$ cat config.mk
export PLATFORM = sky130hd
export DESIGN_NAME = same_addr_gate
export DESIGN_NICKNAME = d
export VERILOG_FILES = /design/src/rtl/same_addr_gate_pkg.sv /design/src/rtl/gate_table.sv /design/src/rtl/gate_ctrl.sv /design/src/rtl/same_addr_gate.sv
export SDC_FILE = /design/constraint.sdc
export NUM_CORES = 1
export LEC_CHECK = 0
export ABC_AREA = 1
export ABC_CLOCK_PERIOD_IN_PS = 10800
export BUFFER_PORTS_ARGS = -buffer_cell sky130_fd_sc_hd__clkbuf_2
export CAP_MARGIN = 15
export CELL_PAD_IN_SITES_DETAIL_PLACEMENT = 0
export CELL_PAD_IN_SITES_GLOBAL_PLACEMENT = 1
export CORE_MARGIN = 2
export CORE_UTILIZATION = 55
export CTS_BUF_LIST = sky130_fd_sc_hd__clkbuf_4
export DETAILED_ROUTE_END_ITERATION = 6
export HOLD_SLACK_MARGIN = 0.06
export PLACE_DENSITY_LB_ADDON = 0.1
export RECOVER_POWER = 100
export SLEW_MARGIN = 20
export SYNTH_ARGS = -nofsm -noshare
export SYNTH_HDL_FRONTEND = slang
export SYNTH_SLANG_ARGS = --single-unit
$ cat constraint.sdc
create_clock -name clk -period 10.8 [get_ports clk]
set_input_delay 1.62 -clock clk [delete_from_list [all_inputs] [get_ports clk]]
set_output_delay 1.62 -clock clk [all_outputs]
set_load 0.05 [all_outputs]
$ cat src/rtl/same_addr_gate_pkg.sv
package same_addr_gate_pkg;
  localparam logic [1:0] KIND_READ  = 2'd0;
  localparam logic [1:0] KIND_WRITE = 2'd1;
  localparam logic [1:0] KIND_FENCE = 2'd2;

  typedef struct packed {
    logic alloc;     // claim a free entry for the request being issued
    logic armFence;  // snapshot in-scope writes behind a new fence
  } gateStrobe_t;
endpackage

$ cat src/rtl/gate_table.sv
module gate_table
  import same_addr_gate_pkg::*;
#(
  parameter int ENTRIES = 16,
  parameter int ADDR_W  = 26,
  parameter int CHAN_W  = 2,
  parameter int TAG_W   = 8
) (
  input  logic                clk,
  input  logic                rstN,
  input  gateStrobe_t         strobe,
  input  logic                isWrite,
  input  logic [ADDR_W-1:0]   inAddr,
  input  logic [CHAN_W-1:0]   cmpChan,
  input  logic [TAG_W-1:0]    inTag,
  input  logic                rspValid,
  input  logic [TAG_W-1:0]    rspTag,
  output logic                wrHit,
  output logic [CHAN_W-1:0]   wrHitChan,
  output logic                rdHit,
  output logic                rdConflict,
  output logic                fenceBusy,
  output logic                fenceBlock,
  output logic [ENTRIES-1:0]  occupied
);
  localparam int IDX_W = (ENTRIES > 1) ? $clog2(ENTRIES) : 1;
  localparam logic [CHAN_W-1:0] AUTO = '0;

  logic [ENTRIES-1:0] vld, isWr, fenced;
  logic [ENTRIES-1:0] addrEq, retire, inScope, sameChan;
  logic [ADDR_W-1:0]  entAddr [ENTRIES];
  logic [CHAN_W-1:0]  entChan [ENTRIES];
  logic [TAG_W-1:0]   entTag  [ENTRIES];
  logic [IDX_W-1:0]   freeIdx;
  logic [CHAN_W-1:0]  fenceChan;

  for (genvar g = 0; g < ENTRIES; g++) begin : gCmp
    assign addrEq[g]   = vld[g] && (entAddr[g] == inAddr);
    assign retire[g]   = rspValid && vld[g] && (entTag[g] == rspTag);
    // auto-select may land on any physical channel, so it overlaps everything
    assign inScope[g]  = (cmpChan == AUTO) || (entChan[g] == AUTO) || (entChan[g] == cmpChan);
    assign sameChan[g] = (cmpChan != AUTO) && (entChan[g] == cmpChan);
  end

  always_comb begin
    freeIdx = '0;
    for (int i = ENTRIES - 1; i >= 0; i--)
      if (!vld[i]) freeIdx = IDX_W'(i);
  end

  always_comb begin
    wrHitChan = '0;
    for (int i = 0; i < ENTRIES; i++)
      if (addrEq[i] && isWr[i]) wrHitChan = wrHitChan | entChan[i];
  end

  assign wrHit      = |(addrEq & isWr);
  assign rdHit      = |(addrEq & ~isWr);
  assign rdConflict = |(addrEq & ~isWr & ~sameChan);
  assign fenceBusy  = |fenced;
  assign fenceBlock = fenceBusy &&
                      ((fenceChan == AUTO) || (cmpChan == AUTO) || (cmpChan == fenceChan));
  assign occupied   = vld;

  always_ff @(posedge clk) begin
    if (!rstN) begin
      vld       <= '0;
      fenced    <= '0;
      fenceChan <= AUTO;
    end else begin
      if (strobe.armFence) fenceChan <= cmpChan;
      for (int i = 0; i < ENTRIES; i++) begin
        if (strobe.alloc && (freeIdx == IDX_W'(i))) begin
          vld[i]     <= 1'b1;
          isWr[i]    <= isWrite;
          entAddr[i] <= inAddr;
          entChan[i] <= cmpChan;
          entTag[i]  <= inTag;
          fenced[i]  <= 1'b0;
        end else if (retire[i]) begin
          vld[i]    <= 1'b0;
          fenced[i] <= 1'b0;
        end else if (strobe.armFence) begin
          fenced[i] <= vld[i] && isWr[i] && inScope[i];
        end
      end
    end
  end
endmodule

$ cat src/rtl/gate_ctrl.sv
module gate_ctrl
  import same_addr_gate_pkg::*;
#(
  parameter int CHAN_W = 2
) (
  input  logic              clk,
  input  logic              rstN,
  input  logic              reqValid,
  input  logic [1:0]        reqKind,
  input  logic [CHAN_W-1:0] reqChan,
  input  logic              outReady,
  input  logic              full,
  input  logic              wrHit,
  input  logic [CHAN_W-1:0] wrHitChan,
  input  logic              rdHit,
  input  logic              rdConflict,
  input  logic              fenceBusy,
  input  logic              fenceBlock,
  output logic              reqReady,
  output logic              outValid,
  output logic [CHAN_W-1:0] effChan,
  output gateStrobe_t       strobe
);
  logic              holdValid;
  logic [CHAN_W-1:0] holdChan;
  logic              stall, accept;

  assign effChan = holdValid ? holdChan : reqChan;

  always_comb begin
    unique case (reqKind)
      KIND_READ:  stall = full || wrHit || rdConflict;
      KIND_WRITE: stall = full || wrHit || rdHit || fenceBlock;
      KIND_FENCE: stall = fenceBusy;
      default:    stall = 1'b1;
    endcase
  end

  assign outValid        = reqValid && !stall;
  assign reqReady        = outReady && !stall;
  assign accept          = reqValid && reqReady;
  assign strobe.alloc    = accept && (reqKind != KIND_FENCE);
  assign strobe.armFence = accept && (reqKind == KIND_FENCE);

  // remember the channel of the write a held request waits on
  always_ff @(posedge clk) begin
    if (!rstN) begin
      holdValid <= 1'b0;
      holdChan  <= '0;
    end else if (reqValid && (reqKind != KIND_FENCE) && wrHit) begin
      holdValid <= 1'b1;
      holdChan  <= wrHitChan;
    end else if (accept) begin
      holdValid <= 1'b0;
    end
  end
endmodule

$ cat src/rtl/same_addr_gate.sv
module same_addr_gate
  import same_addr_gate_pkg::*;
#(
  parameter int ENTRIES = 16,
  parameter int ADDR_W  = 26,
  parameter int CHAN_W  = 2,
  parameter int TAG_W   = 8
) (
  input  logic              clk,
  input  logic              rstN,
  input  logic              reqValid,
  output logic              reqReady,
  input  logic [1:0]        reqKind,
  input  logic [ADDR_W-1:0] reqAddr,
  input  logic [CHAN_W-1:0] reqChan,
  input  logic [TAG_W-1:0]  reqTag,
  output logic              outValid,
  input  logic              outReady,
  output logic [1:0]        outKind,
  output logic [ADDR_W-1:0] outAddr,
  output logic [CHAN_W-1:0] outChan,
  output logic [TAG_W-1:0]  outTag,
  input  logic              rspValid,
  input  logic [TAG_W-1:0]  rspTag
);
  gateStrobe_t        strobe;
  logic               wrHit, rdHit, rdConflict, fenceBusy, fenceBlock, full;
  logic [CHAN_W-1:0]  wrHitChan, effChan;
  logic [ENTRIES-1:0] occupied;

  assign full    = &occupied;
  assign outKind = reqKind;
  assign outAddr = reqAddr;
  assign outTag  = reqTag;
  assign outChan = effChan;

  gate_table #(.ENTRIES(ENTRIES), .ADDR_W(ADDR_W), .CHAN_W(CHAN_W), .TAG_W(TAG_W)) tbl (
    .clk(clk), .rstN(rstN), .strobe(strobe), .isWrite(reqKind == KIND_WRITE),
    .inAddr(reqAddr), .cmpChan(effChan), .inTag(reqTag),
    .rspValid(rspValid), .rspTag(rspTag),
    .wrHit(wrHit), .wrHitChan(wrHitChan), .rdHit(rdHit), .rdConflict(rdConflict),
    .fenceBusy(fenceBusy), .fenceBlock(fenceBlock), .occupied(occupied)
  );

  gate_ctrl #(.CHAN_W(CHAN_W)) ctrl (
    .clk(clk), .rstN(rstN), .reqValid(reqValid), .reqKind(reqKind), .reqChan(reqChan),
    .outReady(outReady), .full(full), .wrHit(wrHit), .wrHitChan(wrHitChan),
    .rdHit(rdHit), .rdConflict(rdConflict), .fenceBusy(fenceBusy), .fenceBlock(fenceBlock),
    .reqReady(reqReady), .outValid(outValid), .effChan(effChan), .strobe(strobe)
  );
endmodule

Word level (Yosys, flattened, before mapping)
Memories as Yosys holds them, arrays and structs flattened.
Index checks and enable logic that the tools add are counted.
Widths: inputs -> output; s select.
Word-level totals
  output and inout port bits: 40
  flip-flop bits (word level): 53
  memories kept: 3
  word-level logic and storage cells: 688
  bits of input ports: 51
  bits in writable memories: 576
Cells by class
  reductions and logical operators: 295
  bitwise operators: 21
  mux-type cells: 251
  equality and inequality tests: 67
Memory list
  tbl.entAddr: words 16, bits a word 26, read ports 16, clocked after Yosys merged registers in 0, wr ports 1, RTL line gate_table.sv:31  | logic [ADDR_W-1:0] entAddr [ENTRIES];
  tbl.entTag: words 16, bits a word 8, read ports 16, clocked after Yosys merged registers in 0, wr ports 1, RTL line gate_table.sv:33  | logic [TAG_W-1:0] entTag [ENTRIES];
  tbl.entChan: words 16, bits a word 2, read ports 16, clocked after Yosys merged registers in 0, wr ports 1, RTL line gate_table.sv:32  | logic [CHAN_W-1:0] entChan [ENTRIES];
Operator list (number)
  $eq 26x26->1: 16
  $mux 26: 15
  $reduce_or 26->1: 15
  $mux 4: 61
  $logic_and 1x1->1: 136
  $eq 8x8->1: 16
  $mux 1: 127
  $mux 8: 15
  $reduce_or 8->1: 15
  $mux 2: 32
  $reduce_or 16->1: 4
  $and 16x16->16: 3
  $reduce_or 3->1: 16
  $logic_not 2->1: 19
  $logic_or 1x1->1: 38
  $reduce_bool 2->1: 18
  $eq 2x2->1: 17
  $eq 4x4->1 const B: 8
  $not 16->16: 2
  $reduce_and 2->1: 16
  $or 2x2->2: 15
  $reduce_or 2->1: 15
  $eq 4x3->1 const B: 4
  $reduce_and 16->1: 1
  9 further kinds: 10

Logic depth before layout (Yosys ltp)
Gate-level depths: netlist of run 1.
  depth after elaboration: 37
  gate-level depth with buffers: 23

Hierarchy
A second synthesis of run 1 with hierarchy kept.
Unflattened totals
  cells, all modules: 2486
  area, all modules: 28518.6 um^2
Modules (own cells, without submodules)
  gate_table: sequential area each 18457.7 um^2, cells an instance 2395, instances 1, area each 27956.8 um^2
  same_addr_gate: sequential area each 0.0 um^2, cells an instance 53, instances 1, area each 334.1 um^2
  gate_ctrl: sequential area each 60.1 um^2, cells an instance 38, instances 1, area each 227.7 um^2

Least setup slack after synthesis of run 1
OpenSTA, ideal clock, no wires.
  path kind: input -> output
  start point: input reqAddr[23]
  end point: output outValid
  setup slack: 5.475 ns
  cell stages on the path: 17
  data arrival time: 3.705 ns
  cells stage by stage: buf_4 > inv_1 > buf_2 > nand2_1 > o21ai_0 > nor2_1 > nand3_1 > nor2_1 > nand3_1 > nand2_1 > nor2_1 > nand2_1 > nor2_1 > nand3_1 > nand3_2 > nand2_1 > nor2_1
On the way
  word-level cells in the longest chain between the ends: 10
  elaborated cells between the ends (all ways): 45
  classes of those cells: eq/ne: 16; mux: 1; bitwise: 3; reduce/logical: 25
Ends and longest elaborated chain
  from (decl): RTL line same_addr_gate.sv:14  | input logic [ADDR_W-1:0] reqAddr,
  $eq 26x26->1: RTL line gate_table.sv:38  | assign addrEq[g] = vld[g] && (entAddr[g] == inAddr);
  $logic_and 1x1->1: RTL line gate_table.sv:38
  $and 16x16->16: RTL line gate_table.sv:57  | assign wrHit = |(addrEq & isWr);
  $reduce_or 16->1: RTL line gate_table.sv:57
  $logic_or 1x1->1: RTL line gate_ctrl.sv:32, gate_ctrl.sv:33
  $logic_or 1x1->1 (2 in a row): RTL line gate_ctrl.sv:33  | KIND_WRITE: stall = full || wrHit || rdHit || fenceBlock;
  $pmux 1 s3 (*): RTL line gate_ctrl.sv:31  | unique case (reqKind)
  $logic_not 1->1 (*): RTL line gate_ctrl.sv:39  | assign outValid = reqValid && !stall;
  $logic_and 1x1->1 (*): RTL line gate_ctrl.sv:39
  to (decl): RTL line same_addr_gate.sv:17  | output logic outValid,
Mark *: on every way between the ends. The rest lies on a longest branch, timed or not.

Worst setup path in the final report of run 1
  start point: input reqAddr[5]
  end point: output outValid
The elaborated chain is that of the path after synthesis.

==> results.py, run 1 <==
metrics = {
    "detailed_routing": {
        "drt-met1-wl_um": 38650,
        "vias": 22240,
        "met3_wirelength_um": 9460,
        "drc": 0,
        "ant_nets": 0,
        "wl_met2_um": 40280,
        "top_layer": "met4",
        "first_pass_iters": 5,
        "viasPerCell": 5.444,
        "avgRoutedWirePerCell_um": 22.49,
        "drt_iter0_drc": 2237,
        "finalWirelength_um": 91870,
    },
    "pwr": {
        "p_leak_nw": 13.17,
        "power.density_nw_per_um2": 155.4,
        "peakVddDrop_mv": 0.1206,
        "total_power_w": 0.005103,
    },
    "worst_setup_path": {
        "crit_required_ns": 9.18,
        "arrival_ns": 7.14,
        "crit_end": "outValid",
        "cp_max_fo": 30,
        "start_kind": "input pin",
        "rrSetupSlack_ns": 4.24,
        "timing.rr.end": "tbl.entAddr[1][191]",
        "worstSetupPathType": "in2out",
        "cp-end-kind": "primary output",
        "crit_start": "reqAddr[5]",
        "r2r_cells": 17,
        "timing.rr.start": "ctrl.holdValid",
    },
    "global_routing": {
        "grt_pass1_wl_um": 133500,
        "grt_pass1_vias": 21320,
        "track_usage_pct": 32.96,
        "grt_start_max_net_pins": 38,
        "antenna_found_initial": 5,
        "overflow": 0,
    },
    "floorplan": {
        "dieArea_sq_um": 56550,
        "design.core.area_sq_um": 53920,
        "die_w_um": 237.8,
        "fp.dieH_um": 237.8,
        "initial_core_util_pct": 55.76,
        "rows": 85,
        "io_pins": 91,
    },
    "synth": {
        "synth.top_cells.by_area": "edfxtp_1 (59%), nand2_1 (12%), inv_1 (4.8%), nor2_1 (4.3%), xnor2_1 (4.3%)",
        "synth_ff_type": "edfxtp_1",
        "synth-seq-area-share_pct": 61.59,
        "synth_edf_count": 592,
        "synth_warnings": 0,
        "post-synth-top-count-cell": "nand2_1",
        "ys_ff_latch": 629,
        "yosys.cell_types.count": 44,
        "synth_area_leader_cell": "edfxtp_1",
        "syn_area_per_cell_sq_um": 9.721,
        "yosys-top-cells-count": "nand2_1 (942), edfxtp_1 (592), inv_1 (385), nor2_1 (347), xnor2_1 (148)",
        "synthArstFlopShare_pct": 0,
        "synthesis.area_sq_um": 30070,
        "syn_inst": 3093,
        "synth_top_area_share_pct": 59.12,
        "synth_nets": 3144,
    },
    "clock_network": {
        "cts_max_level": 4,
        "post_cts_resized": 0,
        "clk_path_buf_depth": 3,
        "cts_made_buffers": 167,
        "cts_tree": "yes",
        "cts_hold_buf": 0,
        "cts_root_buf": "clkbuf_4",
        "clkSinkCount": 629,
        "clk_latency_ns": 1.06,
        "clk_pin_slew_ns": 0.06,
        "cts_setup_buffers": 0,
    },
    "final_layout": {
        "fin_util_pct": 60.90,
        "nets": 3315,
        "syn_to_final_growth_pct": 9.217,
        "layout-drive-gt1-share_pct": 9.879,
    },
    "timing": {
        "fmax_ghz": 0.1142,
        "layout_worst_path_cycle_share_pct": 81.07,
        "max-slew-margin-rel_pct": -80.14,
        "clock-skew-final_ns": 0.05057,
        "tightest_slew_ns": 2.702,
        "rsz0062_at_grt": "no",
        "period_needed_ns": 8.756,
        "setup_viol": 0,
        "worst_slack_ns": 2.044,
        "setup-tns-final_ns": 0,
        "hold_viol_final": 0,
        "hold_ws_ns": 0.4708,
        "slew_violations": 973,
    },
    "min_path": {
        "hp-class": "reg2reg",
    },
    "status": {
        "violations": "capacitance limit, slew limit",
        "status": "complete, but fails checks",
    },
    "placement": {
        "finalWeightedCongestion": 0.9204,
        "port_buffers": 90,
        "hpwl_um": 58050,
        "dpl_worst_slack_ns": 3.914,
    },
    "job": {
        "cap_violations": 28,
    },
}
cell families (layout without fill, tap and decap cells):
kind of cell,after synthesis,in the layout,synth area share (%)
AOI/OAI and AO/OA,261,261,5.177
other,0,8,0
xor gates and xnor gates,215,215,6.263
and+or+nand+nor,1462,1462,19.42
buffers and inverters,526,814,7.549
DFF,629,629,61.59
worst min path at each step:
stage,end,from,cells past startpoint
2_1_floorplan,tbl.fenced[2],tbl.fenced[2],2
3_3_place_gp,tbl.fenced[6],tbl.fenced[6],2
3_5_place_dp,tbl.fenced[6],tbl.fenced[6],2
4_1_cts,tbl.fenced[6],tbl.fenced[6],2
5_1_grt,tbl.fenced[15],tbl.fenced[15],2
6_report,tbl.fenced[15],tbl.fenced[15],2
power breakdown:
part           internal [W]  leakage, nW  switching [W]
registers           0.00267         5.61     0.00000232
clock network       0.00107         1.22        0.00101
logic             0.0000798         6.33       0.000264
cell type report:
class,instances,area (sq um)
fill,4663,21080
sequential,629,18520
multi-input combinational,1938,9275
clock buffer,235,1764
inverter,399,1498
tap,696,870.8
timing repair buffer,129,576.8
clock inverter,51,316.6
antenna,8,20.02
routing by layer:
metal	up-vias	GRT usage (%)
li1	10490	-
met1	10510	45.30
met2	1050	49.65
met3	189	9.174
met4	0	13.66
met5	-	0
metrics by stage:
stage | instances | area [sq um]
detailed placement | 3791 | 30970
global placement | 3791 | 30970
global route | 4081 | 32830
CTS | 4077 | 33050
finish | 4085 | 32840
floorplan | 3093 | 30070
layout by cell type (no fill, tap or decap), types with 2 or more instances in the layout:
cell type	count
a2111oi_0	9
a211oi_1	33
a21oi_1	42
a311oi_1	2
a31oi_1	4
a41oi_1	5
buf_4	12
bufinv_16	3
clkbuf_1	79
clkbuf_2	38
clkbuf_4	235
clkinv_1	42
clkinv_2	5
clkinv_4	3
clkinvlp_4	4
dfxtp_1	37
diode_2	8
edfxtp_1	592
inv_1	383
inv_2	8
inv_6	2
nand2_1	944
nand3_1	76
nand3b_1	3
nand4_1	28
nor2_1	345
nor2_4	5
nor3_1	31
nor3_2	4
nor4_1	13
o2111ai_1	8
o211ai_1	5
o21ai_0	117
o21ai_1	6
o22ai_1	25
or2_2	11
xnor2_1	148
xor2_1	67
worst max-delay path: stages:
cell      delay (ns)
clkbuf_2        0.07
clkbuf_1        1.84
inv_1           1.18
nand2_1         0.22
o21ai_0         0.12
nor2_1          0.18
nand2_1         0.07
nor2_1          0.10
nand2_1         0.06
nor2_1          0.53
nand2_1         0.23
nand2_1         0.12
nor2_1          0.05
nand2_1         0.07
nor2_1          0.06
nand3_1         0.09
nand3_2         0.11
nand2_1         0.10
nor2_1          0.04
clkbuf_2        0.23
registers in the layout, summed over array words and instances (netlist names):
signal,cells
tbl.fenced,16
tbl.fenceChan,2
ctrl.holdValid,1
tbl.entChan,32
tbl.occupied,16
tbl.entTag,128
ctrl.holdChan,2
tbl.isWr,16
tbl.entAddr,416
Power figures use the tool's default switching activity.
==> run 2: changes to the inputs <==
- ABC_CLOCK_PERIOD_IN_PS: 10800 -> 7600
- CORE_UTILIZATION: 55 -> 46
- clock period: 10.8 -> 7.6 ns (I/O delays scaled with it)
==> run 2 against run 1 <==
  * The flow still finishes with violations (capacitance limit, slew limit)
  * Clock skew grew 0.0067 ns
  * Register-to-register slack worse by 3.0 ns
  * Power is 44% higher
  * Die area grew 19%
  * Combinational power up 47%
  * Sequential share of layout area shrank 0.54 points
  * Via count up 0.26%
  * Global-route usage decreased by 3.3 points
  * Design area rose by 0.96%
  * Sequential power up 42%
  * Critical path type is now in2reg
  * Critical endpoint is now tbl.entAddr[1][76]
==> results.py, run 2 (synthesis gave the netlist of run 1 again) <==
metrics = {
    "global_routing": {
        "grt_pass1_vias": 21770,
        "grt_start_max_net_pins": 38,
        "antenna_found_initial": 3,
        "track_usage_pct": 29.68,
        "overflow": 0,
        "grt_pass1_wl_um": 143100,
    },
    "worst_setup_path": {
        "cp_max_fo": 32,
        "r2r_cells": 17,
        "critPathMaxStageDelay_ns": 1.80,
        "timing.rr.end": "tbl.entAddr[1][76]",
        "cpMostUsedCell": "nand2_1",
        "rrSetupSlack_ns": 1.23,
        "arrival_ns": 7.45,
        "path_cells": "clkbuf_1, clkbuf_1, nand2_1, o21ai_0, inv_1, nand2_1, nor2_1, nand2_1, nor2_1, nand3_1, nand2_1, nor2_1, nand2_1, nor2_1, nand3_1, nand3_2, nand4_1, inv_1, nand3_1, nor2_2, buf_4",
        "start_kind": "input pin",
        "cp_num_buf_inv": 5,
        "worstSetupPathType": "in2reg",
        "critPathTopFamily": "simple AND/OR/NAND/NOR gates",
        "timing.rr.start": "ctrl.holdValid",
        "cp.depth": 21,
        "cp-end-kind": "register",
        "crit_end": "tbl.entAddr[1][76]",
        "cp_slowest_cell": "clkbuf_1",
        "crit_required_ns": 8.29,
        "crit_start": "reqAddr[10]",
    },
    "final_layout": {
        "fin_util_pct": 51.34,
        "syn_to_final_growth_pct": 10.27,
        "layout_common_cells": "nand2_1 (943), edfxtp_1 (592), inv_1 (378), nor2_1 (343), clkbuf_4 (245)",
        "fillers": 6119,
        "nets": 3323,
        "layout-drive-gt1-share_pct": 10.03,
        "largest_register_ffs": 416,
        "final_common_cell": "nand2_1",
        "max_flop_register": "tbl.entAddr",
        "largestRegisters": "tbl.entAddr (416), tbl.entTag (128), tbl.entChan (32)",
    },
    "floorplan": {
        "fp.dieH_um": 259.7,
        "dieArea_sq_um": 67430,
        "initial_core_util_pct": 46.56,
        "die_w_um": 259.7,
        "io_pins": 91,
        "design.core.area_sq_um": 64580,
        "rows": 93,
    },
    "timing": {
        "hold_ws_ns": 0.4668,
        "max-slew-margin-rel_pct": -73.59,
        "period_needed_ns": 6.753,
        "tightest_slew_ns": 2.604,
        "worst_slack_ns": 0.8467,
        "clock-skew-final_ns": 0.05731,
        "setup_viol": 0,
        "rsz0062_at_grt": "no",
        "hold_viol_final": 0,
        "slew_violations": 666,
        "fmax_ghz": 0.1481,
        "setup-tns-final_ns": 0,
        "layout_worst_path_cycle_share_pct": 88.86,
    },
    "detailed_routing": {
        "ant_nets": 0,
        "drc": 0,
        "vias": 22300,
        "avgRoutedWirePerCell_um": 23.10,
        "drt_iter0_drc": 2173,
        "first_pass_iters": 5,
        "viasPerCell": 5.236,
        "finalWirelength_um": 98360,
    },
    "clock_network": {
        "cts_made_buffers": 170,
        "clk_latency_ns": 1.01,
        "cts_setup_buffers": 0,
        "post_cts_resized": 0,
        "cts_max_level": 4,
        "clk_pin_slew_ns": 0.06,
        "cts_tree": "yes",
        "cts_hold_buf": 0,
        "clk_path_buf_depth": 3,
        "cts_root_buf": "clkbuf_4",
        "clkSinkCount": 629,
    },
    "status": {
        "status": "complete, but fails checks",
        "violations": "capacitance limit, slew limit",
    },
    "pwr": {
        "p_leak_nw": 13.20,
        "power.density_nw_per_um2": 221.3,
        "peakVddDrop_mv": 0.1274,
        "total_power_w": 0.007337,
    },
    "placement": {
        "port_buffers": 90,
        "dpl_worst_slack_ns": 1.405,
        "finalWeightedCongestion": 0.8950,
        "hpwl_um": 62400,
    },
    "job": {
        "cap_violations": 23,
    },
    "min_path": {
        "hp-class": "reg2reg",
    },
}
==> run 2: cell types whose count changed in the layout (fill, tap and decap cells not counted), sizes merged <==
cell,delta
clkinvlp,-2
clkinv,+7
inv,+1
diode,-5
buf,+3
clkbuf,+11
==> run 2: per-layer routing <==
metal | up-vias | share of wire [%] | track usage [%]
li1 | 10520 | - | -
met1 | 10760 | 45 | 41.96
met2 | 854 | 45 | 45.58
met3 | 158 | 6.7 | 5.029
met4 | 0 | 3.5 | 12.10
met5 | - | 0 | 0
==> run 2: worst min path at each step <==
stage	startpoint	slack (ns)	cells past startpoint	to
after global routing	reqAddr[17]	0.43	1	tbl.entAddr[0][17]
final	tbl.fenced[6]	0.47	2	tbl.fenced[6]
after CTS	reqAddr[17]	0.31	1	tbl.entAddr[0][17]
after global placement	tbl.fenced[6]	0.45	2	tbl.fenced[6]
after detailed placement	tbl.fenced[3]	0.45	2	tbl.fenced[3]
after floorplan	tbl.fenced[2]	0.44	2	tbl.fenced[2]
==> run 2: power by group <==
part | switching (W) | total (W) | internal [W]
registers | 0.00000311 | 0.00380 | 0.00380
clock network | 0.00145 | 0.00303 | 0.00158
logic | 0.000392 | 0.000504 | 0.000112
==> run 2: worst min-delay path: stages, from the launching register on <==
cell	delay, ns
dfxtp_1	0.32
a21oi_1	0.04
nor2_1	0.07
==> run 2: layout make-up <==
| type | instances | area, sq um | share of cell area (%) |
|---|---|---|---|
| sequential | 629 | 18520 | 55.85 |
| multi-input combinational | 1938 | 9283 | 28.00 |
| clock buffer | 244 | 1832 | 5.525 |
| inverter | 399 | 1498 | 4.517 |
| tap | 855 | 1070 | 3.227 |
| timing repair buffer | 134 | 611.8 | 1.845 |
| clock inverter | 57 | 336.6 | 1.015 |
| antenna | 3 | 7.507 | 0.02264 |
==> run 2: through the flow <==
step | area (sq um) | instances
after floorplan | 30070 | 3093
after global placement | 31200 | 3954
after detailed placement | 31200 | 3954
after CTS | 33370 | 4255
after global routing | 33150 | 4257
final | 33160 | 4259
